`config.mk`:
```
export PLATFORM = sky130hd
export DESIGN_NAME = regop_unit
export DESIGN_NICKNAME = d
export VERILOG_FILES = /design/src/rtl/regop_pkg.sv /design/src/rtl/regop_ctrl.sv /design/src/rtl/regop_datapath.sv /design/src/rtl/regop_unit.sv
export SDC_FILE = /design/constraint.sdc
export NUM_CORES = 1
export LEC_CHECK = 0
export ABC_AREA = 1
export ABC_CLOCK_PERIOD_IN_PS = 4800
export BUFFER_PORTS_ARGS = -buffer_cell sky130_fd_sc_hd__buf_2
export CAP_MARGIN = 5
export CORE_MARGIN = 3
export CORE_UTILIZATION = 51
export DETAILED_ROUTE_END_ITERATION = 10
export GPL_ROUTABILITY_DRIVEN = 0
export PLACE_DENSITY = 0.88
export RECOVER_POWER = 25
export SKIP_LAST_GASP = 1
export SLEW_MARGIN = 30
export SYNTH_ARGS = -nofsm -noshare
export SYNTH_HDL_FRONTEND = slang
export SYNTH_HIERARCHICAL = 1
export SYNTH_SLANG_ARGS = --single-unit
```
`constraint.sdc`:
```
create_clock -name clk -period 4.8 [get_ports clk]
set_clock_uncertainty 0.15 [all_clocks]
set_input_delay 0.96 -clock clk [delete_from_list [all_inputs] [get_ports clk]]
set_output_delay 0.96 -clock clk [all_outputs]
set_load 0.1 [all_outputs]
```
`src/rtl/regop_pkg.sv`:
```
package regop_pkg;

  typedef enum logic [1:0] {
    MODE_MISC   = 2'b00,
    MODE_SHIFT  = 2'b01,
    MODE_CLRCPL = 2'b10,
    MODE_ALTER  = 2'b11
  } mode_e;

  typedef struct packed {
    logic selA;
    logic clrReg;
    logic orSw;
    logic cplReg;
    logic incReg;
    logic decReg;
    logic shiftEn;
    logic rotEn;
    logic thruCarry;
    logic leftDir;
    logic swapHalves;
    logic clrSign;
    logic cplSign;
    logic clrCarry;
    logic cplCarry;
    logic clrGt;
    logic skipAlways;
    logic testBit15Zero;
    logic testBit0Zero;
    logic testNeg;
    logic testNonZero;
    logic testCarry;
    logic testGt;
    logic senseTrue;
  } strobes_t;

endpackage

```
`src/rtl/regop_ctrl.sv`:
```
module regop_ctrl
  import regop_pkg::*;
#(
  parameter int INSTR_W = 17
) (
  input  logic [INSTR_W-1:0] instr,
  output strobes_t           strobes
);
  localparam int OPC_LO = 12;

  logic  isRegGroup;
  mode_e mode;

  assign isRegGroup = (instr[INSTR_W-1:OPC_LO] == '0);
  assign mode       = mode_e'(instr[11:10]);

  always_comb begin
    strobes      = '0;
    strobes.selA = instr[9];
    if (isRegGroup) begin
      unique case (mode)
        MODE_SHIFT: begin
          strobes.clrCarry      = instr[8];
          strobes.leftDir       = instr[7];
          strobes.shiftEn       = instr[6];
          strobes.rotEn         = instr[5];
          strobes.thruCarry     = instr[4];
          strobes.decReg        = instr[3];
          strobes.incReg        = instr[2];
          strobes.testBit15Zero = instr[1];
          strobes.testBit0Zero  = instr[0];
        end
        MODE_CLRCPL: begin
          strobes.clrReg     = instr[8];
          strobes.cplReg     = instr[7];
          strobes.clrCarry   = instr[6];
          strobes.cplCarry   = instr[5];
          strobes.skipAlways = instr[4];
          strobes.swapHalves = instr[3];
          strobes.clrSign    = instr[2];
          strobes.cplSign    = instr[1];
          strobes.orSw       = instr[0];
        end
        MODE_ALTER: begin
          strobes.senseTrue   = instr[8];
          strobes.testNeg     = instr[7];
          strobes.testNonZero = instr[6];
          strobes.testCarry   = instr[5];
          strobes.testGt      = instr[3];
          strobes.clrGt       = instr[2];
          strobes.clrReg      = instr[1];
          strobes.cplReg      = instr[0];
        end
        default: ;
      endcase
    end
  end
endmodule

```
`src/rtl/regop_datapath.sv`:
```
module regop_datapath
  import regop_pkg::*;
#(
  parameter int WIDTH = 17
) (
  input  strobes_t           strobes,
  input  logic [WIDTH-1:0]   aIn,
  input  logic [WIDTH-1:0]   bIn,
  input  logic [WIDTH-1:0]   swIn,
  input  logic               carryIn,
  input  logic               gtIn,
  output logic [WIDTH-1:0]   aNext,
  output logic [WIDTH-1:0]   bNext,
  output logic               carryNext,
  output logic               gtNext,
  output logic               skipNext
);
  localparam int HALF    = WIDTH / 2;
  localparam int SIGN    = WIDTH - 1;
  localparam int TESTHI  = WIDTH - 2;

  logic [WIDTH-1:0] opVal, afterInc, afterRot, swapped, finalVal;
  logic             cMid, cRot, cFinal, gFinal;
  logic             anyMet, anyTest;

  // half swap: upper HALF bits trade places with lower HALF; odd middle bit stays
  generate
    if (WIDTH % 2 == 1) begin : g_oddSwap
      assign swapped = {afterRot[HALF-1:0], afterRot[HALF], afterRot[WIDTH-1:HALF+1]};
    end else begin : g_evenSwap
      assign swapped = {afterRot[HALF-1:0], afterRot[WIDTH-1:HALF]};
    end
  endgenerate

  always_comb begin
    opVal = strobes.selA ? aIn : bIn;
    cMid  = strobes.clrCarry ? 1'b0 : carryIn;
    if (strobes.clrReg) opVal = '0;
    if (strobes.orSw)   opVal = opVal | swIn;
    if (strobes.cplReg) opVal = ~opVal;
    afterInc = opVal;
    if (strobes.incReg) afterInc = afterInc + WIDTH'(1);
    if (strobes.decReg) afterInc = afterInc - WIDTH'(1);
  end

  always_comb begin
    afterRot = afterInc;
    cRot     = cMid;
    if (strobes.rotEn) begin
      if (strobes.thruCarry) begin
        if (strobes.leftDir) begin
          afterRot = {afterInc[WIDTH-2:0], cMid};
          cRot     = afterInc[WIDTH-1];
        end else begin
          afterRot = {cMid, afterInc[WIDTH-1:1]};
          cRot     = afterInc[0];
        end
      end else if (strobes.leftDir) begin
        afterRot = {afterInc[WIDTH-2:0], afterInc[WIDTH-1]};
      end else begin
        afterRot = {afterInc[0], afterInc[WIDTH-1:1]};
      end
    end else if (strobes.shiftEn) begin
      if (strobes.leftDir) begin
        afterRot = {afterInc[WIDTH-2:0], 1'b0};
        cRot     = afterInc[WIDTH-1];
      end else begin
        afterRot = {1'b0, afterInc[WIDTH-1:1]};
        cRot     = afterInc[0];
      end
    end
  end

  always_comb begin
    finalVal = strobes.swapHalves ? swapped : afterRot;
    if (strobes.clrSign) finalVal[SIGN] = 1'b0;
    if (strobes.cplSign) finalVal[SIGN] = ~finalVal[SIGN];
    cFinal = strobes.cplCarry ? ~cRot : cRot;
    gFinal = strobes.clrGt ? 1'b0 : gtIn;

    anyMet  = (strobes.testNeg     &  finalVal[SIGN])
            | (strobes.testNonZero & (|finalVal))
            | (strobes.testCarry   &  cFinal)
            | (strobes.testGt      &  gFinal);
    anyTest = strobes.testNeg | strobes.testNonZero | strobes.testCarry | strobes.testGt;

    skipNext = strobes.skipAlways
             | (strobes.testBit15Zero & ~finalVal[TESTHI])
             | (strobes.testBit0Zero  & ~finalVal[0])
             | (strobes.senseTrue ? anyMet : (anyTest & ~anyMet));
  end

  assign aNext     = strobes.selA ? finalVal : aIn;
  assign bNext     = strobes.selA ? bIn : finalVal;
  assign carryNext = cFinal;
  assign gtNext    = gFinal;
endmodule

```
`src/rtl/regop_unit.sv`:
```
module regop_unit
  import regop_pkg::*;
#(
  parameter int WIDTH   = 17,
  parameter int INSTR_W = 17
) (
  input  logic               clk,
  input  logic               rstN,
  input  logic [INSTR_W-1:0] instr,
  input  logic [WIDTH-1:0]   aIn,
  input  logic [WIDTH-1:0]   bIn,
  input  logic [WIDTH-1:0]   swIn,
  input  logic               carryIn,
  input  logic               gtIn,
  output logic [WIDTH-1:0]   aOut,
  output logic [WIDTH-1:0]   bOut,
  output logic               carryOut,
  output logic               gtOut,
  output logic               skipOut
);
  strobes_t         strobes;
  logic [WIDTH-1:0] aNext, bNext;
  logic             carryNext, gtNext, skipNext;

  regop_ctrl #(.INSTR_W(INSTR_W)) u_ctrl (
    .instr   (instr),
    .strobes (strobes)
  );

  regop_datapath #(.WIDTH(WIDTH)) u_dp (
    .strobes   (strobes),
    .aIn       (aIn),
    .bIn       (bIn),
    .swIn      (swIn),
    .carryIn   (carryIn),
    .gtIn      (gtIn),
    .aNext     (aNext),
    .bNext     (bNext),
    .carryNext (carryNext),
    .gtNext    (gtNext),
    .skipNext  (skipNext)
  );

  always_ff @(posedge clk) begin
    if (!rstN) begin
      aOut     <= '0;
      bOut     <= '0;
      carryOut <= 1'b0;
      gtOut    <= 1'b0;
      skipOut  <= 1'b0;
    end else begin
      aOut     <= aNext;
      bOut     <= bNext;
      carryOut <= carryNext;
      gtOut    <= gtNext;
      skipOut  <= skipNext;
    end
  end
endmodule

```
# After elaboration in Yosys (flattened, before gate mapping)
# Index checks and enable logic that the tools add are counted.
[word_totals] ff_bits=37 output_inout_bits=37 word_cells=72
[op_classes] add_sub_neg=2 eq_ne=3 muxes=37 bitwise_logic=23 reduce_logical=2
[ops] op="$mux 17" count=15
[ops] op="$mux 23" count=1
[ops] op="$add 17x1->17 const B" count=1
[ops] op="$not 17->17" count=1
[ops] op="$or 17x17->17" count=1
[ops] op="$reduce_or 17->1" count=1
[ops] op="$sub 17x1->17 const B" count=1
[ops] op="$mux 1" count=14
[ops] op="$or 1x1->1" count=9
[ops] op="$and 1x1->1" count=7
[ops] op="$mux 6" count=1
[ops] op="$pmux 1 s2" count=3
[ops] op="$logic_not 5->1" count=1
[ops] op="$mux 5" count=1
[ops] op="$not 1->1" count=5
[ops] op="$eq 2x2->1 const B" count=2
[ops] op="$mux 3" count=1
[ops] op="$eq 2x1->1 const B" count=1
[ops] op="$mux 2" count=1

# Longest topological paths before layout
# Gate-level depths: netlist of the first run.
[depth] ltp_word=28 depth_mapped=40 depth_no_buf=39

# By module
# Netlist of the first run, hierarchy kept.
[modules_own_cells] module="regop_datapath" instances=1 cells_per_inst=720 area_per_inst_um2=3593.4 seq_area_each_um2=0.0
[modules_own_cells] module="regop_unit" instances=1 cells_per_inst=115 area_per_inst_um2=1063.5 seq_area_each_um2=740.7
[modules_own_cells] module="regop_ctrl" instances=1 cells_per_inst=74 area_per_inst_um2=412.9 seq_area_each_um2=0.0

# Worst setup path before layout of the first run
# No wires, ideal clock.
[synth_path] path_type="in2reg" from="input instr[10]" to="register skipOut" setup_time_ns=0.109 arrival_time_ns=4.355 required_time_ns=4.541 path_slack_ns=0.186 cell_stages=37 path_buffers=1 path_cell_list="inv_1 > ha_1 > buf_2 > nand2_1 > nand2_1 > nand2_1 > nor2_1 > inv_4 > nand3_2 > nand2_1 > nand2_1 > nand2_2 > ha_1 > or2_2 > nand2_1 > ha_1 > inv_1 > nor2_1 > inv_1 > a21oi_1 > nand3_2 > nor2_4 > nand3b_1 > nand2_1 > nand2_1 > nand3_1 > nand3_1 > nand2_1 > nand2_1 > nor2_1 > nand3_2 > nand2_2 > nand2_1 > nand2_1 > nand3_1 > nand2_1 > inv_1"
[synth_rtl] element="from (decl)" line="regop_unit.sv:9" rtl="input logic [INSTR_W-1:0] instr,"
[synth_rtl] element="to (signal assigned)" line="regop_unit.sv:56" rtl="skipOut <= skipNext;"
[synth_rtl] element="to (decl)" line="regop_unit.sv:19" rtl="output logic skipOut"

==> flow_summary_export.csv, run 1 <==
group,metric,value,unit
floorplan,rows,35,
critical_path,critPathLaunchType,"primary input",
global_routing,gr-usage-met1,34.9,%
synthesis,async_flop_share,0,%
timing,report.final.slew_viol_count,0,
finish,fin_nets,1144,
critical_path,crit_top_cell,"nand2_1",
synthesis,synth.avg_cell_area,5.58,um^2
routing,wl,16100,um
synthesis,ys.flop_type,"dfxtp_1",
routing,route.detailed.drc,0,
pwr,p_per_area,184,nW/um^2
finish,drive_gt1_share,33.9,%
global_routing,met2_usage,45.7,%
timing,layout_min_cycle_time,4.70,ns
floorplan,start_util,53.6,%
finish,layout_commonest_cell,"nand2_1",
critical_path,cp-end-kind,"register",
synthesis,syn_inst,909,
clocking,cts_buffer_depth,2,
routing,drt_first_pass_iters,6,
synthesis,synth_edf_count,0,
routing,drtIter0Drc,643,
finish,areaGrowthSynthToFinish,28.6,%
routing,num_vias,6339,
synthesis,syn-num-nets,987,
clocking,clk_pin_slew,0.07,ns
synthesis,yosys_warnings,6,
synthesis,yosysSeqAreaShare,14.6,%
timing,relSlewSlack,21.5,%
critical_path,critPathLaunch,"instr[10]",
clocking,cts_hold_buffers,0,
critical_path,critPathArrivalTime,4.72,ns
job,cap_viol_max_count,0,
finish,final_util,68.9,%
routing,viasPerCell,5.30,
floorplan,coreArea,9460,um^2
pwr,finalPower,1.20,mW
global_routing,gr-total-overflow,0,
critical_path,crit_required,4.83,ns
critical_path,slowest_delay,0.25,ns
status,status,"complete, no violations",
floorplan,dieArea,11200,um^2
finish,n_antenna_cell,0,
pwr,irDropWorstVdd,183,uV
routing,ant_nets,0,
pwr,leakage,3.48,nW
timing,fmax,213,MHz
critical_path,worstPathMaxFanout,6,
clocking,numCtsBuffers,5,
placement,port_buffers,108,
global_routing,grtUsageMet3,2.27,%
worst_hold_path,min-delay-start,"gtIn",
synthesis,synth.cell_area,5070,um^2
floorplan,io-pin-count,109,
placement,hpwl,12300,um
floorplan,die_h,106,um
global_routing,grt_busiest_layer,"met2",
timing,worst_pin_slew,1.18,ns
global_routing,grt_first_pass_wirelength,25400,um
clocking,clock_sinks,37,
floorplan,die_x,106,um
global_routing,grtUsageTotal,26.9,%
global_routing,grt_max_degree,50,
clocking,cts_root_buf,"clkbuf_8",
synthesis,synth_cell_types,45,
synthesis,synth-seq-cells,37,
critical_path,critical_path.slowest_cell,"or2_4",
worst_hold_path,hold_class,"in -> reg",
global_routing,antenna_found_initial,0,
timing,setup-violations-final,0,
clocking,cts_tree,"built",
clocking,htreeDepth,2,
global_routing,grt_pass1_vias,5635,
critical_path,crit_type,"in -> reg",
routing,wl_per_cell,13.5,um
timing,hold_violations,0,
finish,layout_common_cells,"326 x nand2_1, 110 x inv_1, 91 x buf_2",
timing,fin_crit_sh,97.8,%
-- report_power, final --
group / internal, mW / leakage (nW) / total, mW / switching [mW]
combinational: 0.169 / 3.12 / 0.593 / 0.424
clock: 0.169 / 0.0574 / 0.273 / 0.104
sequential: 0.328 / 0.308 / 0.333 / 0.00488
-- kinds of logic after synthesis --
kind of cell / after synthesis / synth area share [%]
flip-flops: 37 / 14.6
buffers and inverters: 161 / 15.1
AO/OA/AOI/OAI: 75 / 8.10
AND/OR/NAND/NOR: 624 / 59.5
XOR/XNOR: 6 / 1.18
adder cells (fa/ha/maj): 6 / 1.48
-- metal layers --
layer  vias up  wire (um)
met3        66       1300
met2       355       7650
met1      2787       6440
li1       3131          -
met4         0        718
met5         -          0
-- cell usage after synthesis, types with 5 or more instances --
cell      number  share of area, %
nand2_4        7               1.6
dfxtp_1       37                15
a21oi_1       12               1.2
nand4_1       11               1.4
clkbuf_1       7              0.52
nand3_2       16               3.2
nand3_4        5               1.7
nor2_1        43               3.2
buf_4         10               1.5
nand2_1      349                26
inv_2          7              0.52
nor2_2        29               3.6
o21ai_0       51               5.0
ha_1           6               1.5
nand3_1      106                10
buf_6          9               2.0
buf_2          6              0.59
inv_1        112               8.3
nand2_2       34               4.2
nor2_4        14               3.1
-- worst max-delay path, delay by kind of cell --
| kind | cells | cell delay, ns |
|---|---|---|
| fa+ha+maj | 2 | 0.42 |
| simple gates | 27 | 2.69 |
| buf+inv | 7 | 0.63 |
-- metrics by stage --
step	hold WS [ns]	instance area [um^2]	instances	setup slack [ns]	TNS, ns
floorplan	1.00	5070	909	0.186	0
global placement	1.12	6060	1184	-0.0664	-0.0879
detailed placement	1.12	6060	1184	-0.273	-2.54
CTS	0.826	6180	1192	0.0163	0
global route	0.873	6520	1196	-0.0906	-0.108
finish	0.826	6520	1196	0.105	0
-- layout make-up --
| class | count | area [um^2] |
|---|---|---|
| Inverter | 123 | 477 |
| Sequential cell | 37 | 741 |
| Fill cell | 753 | 2940 |
| Clock buffer | 6 | 82.6 |
| Timing Repair Buffer | 188 | 1140 |
| Tap cell | 129 | 161 |
| Clock inverter | 2 | 37.5 |
| Multi-Input combinational cell | 711 | 3880 |
-- flip-flops by register name, indices dropped and copies added, names as in the netlist --
name	cells
skipOut	1
carryOut	1
gtOut	1
aOut	17
bOut	17
-- timing repair --
item                                    in CTS  in global routing
endpoints found under the setup margin       0                 34
gates resized for setup                      0                 84
setup buffers                                0                  5
-- worst paths after layout --
kind                  endpoint  cells past startpoint
worst max-delay path   skipOut                     36
worst min-delay path     gtOut                      5
No activity file was read; power rests on OpenSTA's default activity.
==> run 2: changes to the inputs <==
BUFFER_PORTS_ARGS = -buffer_cell sky130_fd_sc_hd__clkbuf_2   (was -buffer_cell sky130_fd_sc_hd__buf_2)
CELL_PAD_IN_SITES_DETAIL_PLACEMENT = 1   (was not set)
CELL_PAD_IN_SITES_GLOBAL_PLACEMENT = 2   (was not set)
CORE_UTILIZATION = 25   (was 51)
PLACE_DENSITY = 0.87   (was 0.88)
==> run 2 against run 1 <==
Compared with the run above: non-clock buffer count grew 15; total power grew 5.5%; cell area grew 5.2%; worst hold slack lost 0.0048 ns; sequential share of layout area shrank 0.56 points; clock power grew 16%; sequential power is essentially flat; wire length grew 19%; largest cell class unchanged.
==> flow_summary_export.csv, run 2 (synthesis results as in run 1) <==
group,metric,value,unit
status,status,"complete, no violations",
pwr,finalPower,1.27,mW
global_routing,grt_first_pass_wirelength,29600,um
finish,fin_nets,1159,
critical_path,worstPathMaxFanout,6,
global_routing,antenna_found_initial,0,
critical_path,critPathArrivalTime,4.68,ns
timing,tns,0,ns
clocking,cts_root_buf,"clkbuf_16",
timing,setup-violations-final,0,
timing,holdWs,0.821,ns
timing,fmax,218,MHz
routing,ant_nets,0,
finish,layout_commonest_cell,"nand2_1",
global_routing,gr-total-overflow,0,
floorplan,coreArea,19700,um^2
pwr,p_per_area,184,nW/um^2
global_routing,grt_busiest_layer,"met2",
global_routing,grtUsageMet3,1.10,%
pwr,seq_power_share,26.4,%
routing,wl_per_cell,14.2,um
floorplan,rows,51,
floorplan,die_h,148,um
routing,wl,19100,um
pwr,p_sw,0.562,mW
floorplan,die_x,148,um
critical_path,crit_type,"in -> reg",
clocking,cts_tree,"built",
finish,layout_common_cells,"324 x nand2_1, 107 x inv_1, 89 x clkbuf_2, 89 x nand3_1, 88 x buf_4",
clocking,htreeDepth,2,
global_routing,met2_usage,29.2,%
floorplan,dieArea,22000,um^2
placement,port_buffers,108,
finish,areaGrowthSynthToFinish,35.3,%
job,cap_viol_max_count,0,
pwr,irDropWorstVdd,115,uV
finish,n_antenna_cell,0,
timing,layout_min_cycle_time,4.60,ns
global_routing,grtUsageTotal,16.4,%
clocking,clk_pin_slew,0.06,ns
finish,finalNonFillerCells,1347,
routing,drt_first_pass_iters,4,
global_routing,grt_max_degree,50,
pwr,clock_power_share,25.1,%
critical_path,crit_required,4.88,ns
worst_hold_path,whs_endpoint,"gtOut",
floorplan,io-pin-count,109,
pwr,combPwrFrac,48.5,%
placement,hpwl,16000,um
clocking,numCtsBuffers,5,
global_routing,gr-usage-met1,21.6,%
critical_path,slowest_delay,0.29,ns
timing,fin_crit_sh,95.8,%
pwr,switching_share,44.4,%
routing,route.detailed.drc,0,
finish,drive_gt1_share,35.0,%
routing,viasPerCell,4.56,
critical_path,cp-end-kind,"register",
clocking,cts_buffer_depth,2,
worst_hold_path,min-delay-start,"gtIn",
worst_hold_path,hold_class,"in -> reg",
timing,relSlewSlack,21.5,%
placement,dp.cells,1331,
routing,num_vias,6142,
timing,hold_violations,0,
timing,worst_pin_slew,1.18,ns
timing,report.final.slew_viol_count,0,
worst_hold_path,whs_path_depth,5,
global_routing,grt_pass1_vias,5930,
pwr,intPower,0.704,mW
critical_path,critical_path.slowest_cell,"xor2_1",
pwr,leakage,3.59,nW
finish,fillers,2666,
clocking,clock_sinks,37,
critical_path,critPathLaunchType,"primary input",
finish,top_regs,"aOut x17, bOut x17",
routing,drtIter0Drc,300,
floorplan,start_util,25.7,%
-- run 2: critical path: cells and delay by family --
family | cells | cell delay [ns]
adder cells (fa/ha/maj) | 2 | 0.32
AO/OA/AOI/OAI | 2 | 0.45
buffers and inverters | 7 | 0.76
XOR/XNOR | 1 | 0.29
AND/OR/NAND/NOR | 20 | 1.90
-- run 2: cell type report --
cell class / count / area [um^2] / area share, %
Tap cell: 265 / 332 / 4.83
Clock buffer: 5 / 125 / 1.82
Clock inverter: 3 / 21.3 / 0.310
Sequential cell: 37 / 741 / 10.8
Timing Repair Buffer: 203 / 1290 / 18.8
Multi-Input combinational cell: 711 / 3880 / 56.5
Inverter: 123 / 477 / 6.95
-- run 2: timing repair --
item	4_1_cts	5_1_grt
pin swaps	0	49
endpoints found under the setup margin	6	34
hold buffers	0	0
buffers inserted	0	9
resized for setup	2	95
-- run 2: how the worst max path moves through the flow --
stage,from,endpoint,slack [ns],depth (start not counted)
after floorplan,instr[10],skipOut,0.19,37
after global placement,instr[10],skipOut,-0.26,35
after detailed placement,instr[10],skipOut,-0.36,35
after CTS,instr[10],aOut[6],-0.01,35
after global routing,instr[11],skipOut,-0.12,36
final,instr[11],aOut[6],0.20,32
-- run 2: per-stage QoR --
step | area [um^2] | setup WS, ns | utilization [%]
detailed placement | 6310 | -0.359 | 32.0
global placement | 6310 | -0.265 | 32.0
global route | 6860 | -0.119 | 34.8
CTS | 6470 | -0.0128 | 32.8
floorplan | 5070 | 0.186 | -
finish | 6860 | 0.204 | 34.8
-- run 2: metal layers --
| metal | vias to the layer above | wire [um] |
|---|---|---|
| li1 | 3157 | - |
| met1 | 2846 | 8580 |
| met2 | 122 | 9410 |
| met3 | 17 | 852 |
| met4 | 0 | 308 |
| met5 | - | 0 |
-- run 2: power groups by stage --
stage	combinational (mW)	sequential, mW	clock (mW)
after floorplan	0.242	0.499	0
after global placement	0.576	0.340	0
after detailed placement	0.583	0.341	0
after CTS	0.586	0.334	0.327
after global routing	0.668	0.336	0.342
final	0.614	0.334	0.317
==> run 3: changes to the inputs <==
ABC_CLOCK_PERIOD_IN_PS = not set   (was 4800)
MAX_ROUTING_LAYER = met4   (was not set)
==> run 3 against run 2 <==
Compared with the run above: sequential share of layout area is the same; via count grew 0.39%; maximum frequency shrank 0.77%; final cell count is the same; sequential power is essentially flat; wire length grew 0.29%; critical path depth is the same; global-route usage grew 0.47 points; setup slack lost 0.036 ns; flip-flop and latch count is the same; non-clock buffer count is the same; critical path type unchanged; highest routed layer unchanged.
==> flow_summary_export.csv, run 3 (synthesis results as in run 1) <==
group,metric,value,unit
critical_path,critPathLaunchType,"primary input",
routing,drtIter0Drc,278,
global_routing,gr-total-overflow,0,
job,cap_viol_max_count,0,
finish,fin_nets,1159,
floorplan,rows,51,
finish,layout_common_cells,"324 x nand2_1, 107 x inv_1, 89 x clkbuf_2, 89 x nand3_1, 88 x buf_4",
pwr,combPwrFrac,48.6,%
critical_path,worstPathMaxFanout,6,
placement,hpwl,16000,um
critical_path,critPathArrivalTime,4.71,ns
global_routing,grt_max_degree,50,
timing,setup-violations-final,0,
finish,final_area,6860,um^2
clocking,clock_sinks,37,
worst_hold_path,whs_path_depth,5,
clocking,clk_pin_slew,0.06,ns
finish,areaGrowthSynthToFinish,35.3,%
floorplan,coreArea,19700,um^2
global_routing,grtUsageTotal,16.9,%
finish,register_area,741,um^2
floorplan,die_x,148,um
timing,fmax,216,MHz
finish,multiInputGateArea,3880,um^2
critical_path,crit_type,"in -> reg",
critical_path,crit_required,4.88,ns
critical_path,critical_path.slowest_cell,"xor2_1",
floorplan,die_h,148,um
timing,holdWs,0.821,ns
clocking,cts_buffer_depth,2,
routing,drt_first_pass_iters,4,
worst_hold_path,min-delay-start,"gtIn",
global_routing,grt_pass1_vias,5931,
timing,report.final.slew_viol_count,0,
finish,layout_commonest_cell,"nand2_1",
worst_hold_path,whs_endpoint,"gtOut",
clocking,cts_root_buf,"clkbuf_16",
placement,port_buffers,108,
pwr,p_per_area,185,nW/um^2
clocking,numCtsBuffers,5,
critical_path,slowest_delay,0.29,ns
timing,tns,0,ns
placement,dp_slack,-0.359,ns
clocking,htreeDepth,2,
pwr,intPower,0.704,mW
floorplan,dieArea,22000,um^2
global_routing,antenna_found_initial,0,
placement,dp.cells,1331,
routing,num_vias,6166,
pwr,seq_power_share,26.4,%
pwr,switching_share,44.4,%
finish,top_regs,"aOut x17, bOut x17",
finish,drive_gt1_share,35.0,%
routing,wl,19200,um
clocking,cts_hold_buffers,0,
timing,hold_violations,0,
timing,layout_min_cycle_time,4.63,ns
pwr,irDropWorstVdd,115,uV
pwr,p_sw,0.563,mW
status,status,"complete, no violations",
pwr,clock_power_share,25.0,%
timing,worst_pin_slew,1.18,ns
worst_hold_path,hold_class,"in -> reg",
floorplan,start_util,25.7,%
floorplan,io-pin-count,109,
pwr,leakage,3.59,nW
critical_path,cp-end-kind,"register",
placement,placed_area,6310,um^2
clocking,cts_tree,"built",
routing,route.detailed.drc,0,
global_routing,grt_first_pass_wirelength,29600,um
routing,wl_per_cell,14.3,um
timing,worst_slack,0.168,ns
timing,relSlewSlack,21.5,%
finish,finalNonFillerCells,1347,
finish,final_util,34.8,%
routing,ant_nets,0,
routing,viasPerCell,4.58,
pwr,finalPower,1.27,mW
finish,fillers,2666,
finish,n_antenna_cell,0,
timing,fin_crit_sh,96.5,%
-- run 3: cell counts in the layout (fill, tap and decap cells not counted) --
Identical to the previous run, type by type.
-- run 3: power groups by stage --
stage / Clock [mW] / Combinational [mW] / Sequential, mW
after global placement: 0 / 0.576 / 0.340
after floorplan: 0 / 0.242 / 0.499
after CTS: 0.327 / 0.586 / 0.334
after detailed placement: 0 / 0.583 / 0.341
after global routing: 0.342 / 0.668 / 0.336
final: 0.317 / 0.615 / 0.334
-- run 3: worst max-delay path by stage --
stage	slack (ns)	to	cells after the start	from
detailed placement	-0.36	skipOut	35	instr[10]
floorplan	0.19	skipOut	37	instr[10]
finish	0.17	bOut[6]	32	instr[11]
CTS	-0.01	aOut[6]	35	instr[10]
global placement	-0.26	skipOut	35	instr[10]
global route	-0.12	skipOut	36	instr[11]
-- run 3: worst max-delay path: cells and delay by family --
| family | cells | cell delay, ns |
|---|---|---|
| xor+xnor | 1 | 0.29 |
| compound gates | 2 | 0.48 |
| simple gates | 20 | 1.89 |
| fa+ha+maj | 2 | 0.32 |
| buf+inv | 7 | 0.77 |
-- run 3: area by class of cell --
class	instances	area share [%]
Clock inverter	3	0.310
Sequential cell	37	10.8
Clock buffer	5	1.82
Multi-Input combinational cell	711	56.5
Timing Repair Buffer	203	18.8
Inverter	123	6.95
Tap cell	265	4.83
-- run 3: what timing repair did --
item                                    4_1_cts  5_1_grt
gates cloned                                  0        0
hold endpoints to repair                      0        0
buffers inserted                              0        9
resized for setup                             2       95
endpoints found under the setup margin        6       34
pin swaps                                     0       49
-- run 3: metal layers --
metal	part of all wire [%]	global-route usage (%)
met1	45	21.6
met2	49	29.1
met3	4.1	1.10
met4	1.6	4.30
met5	0	-
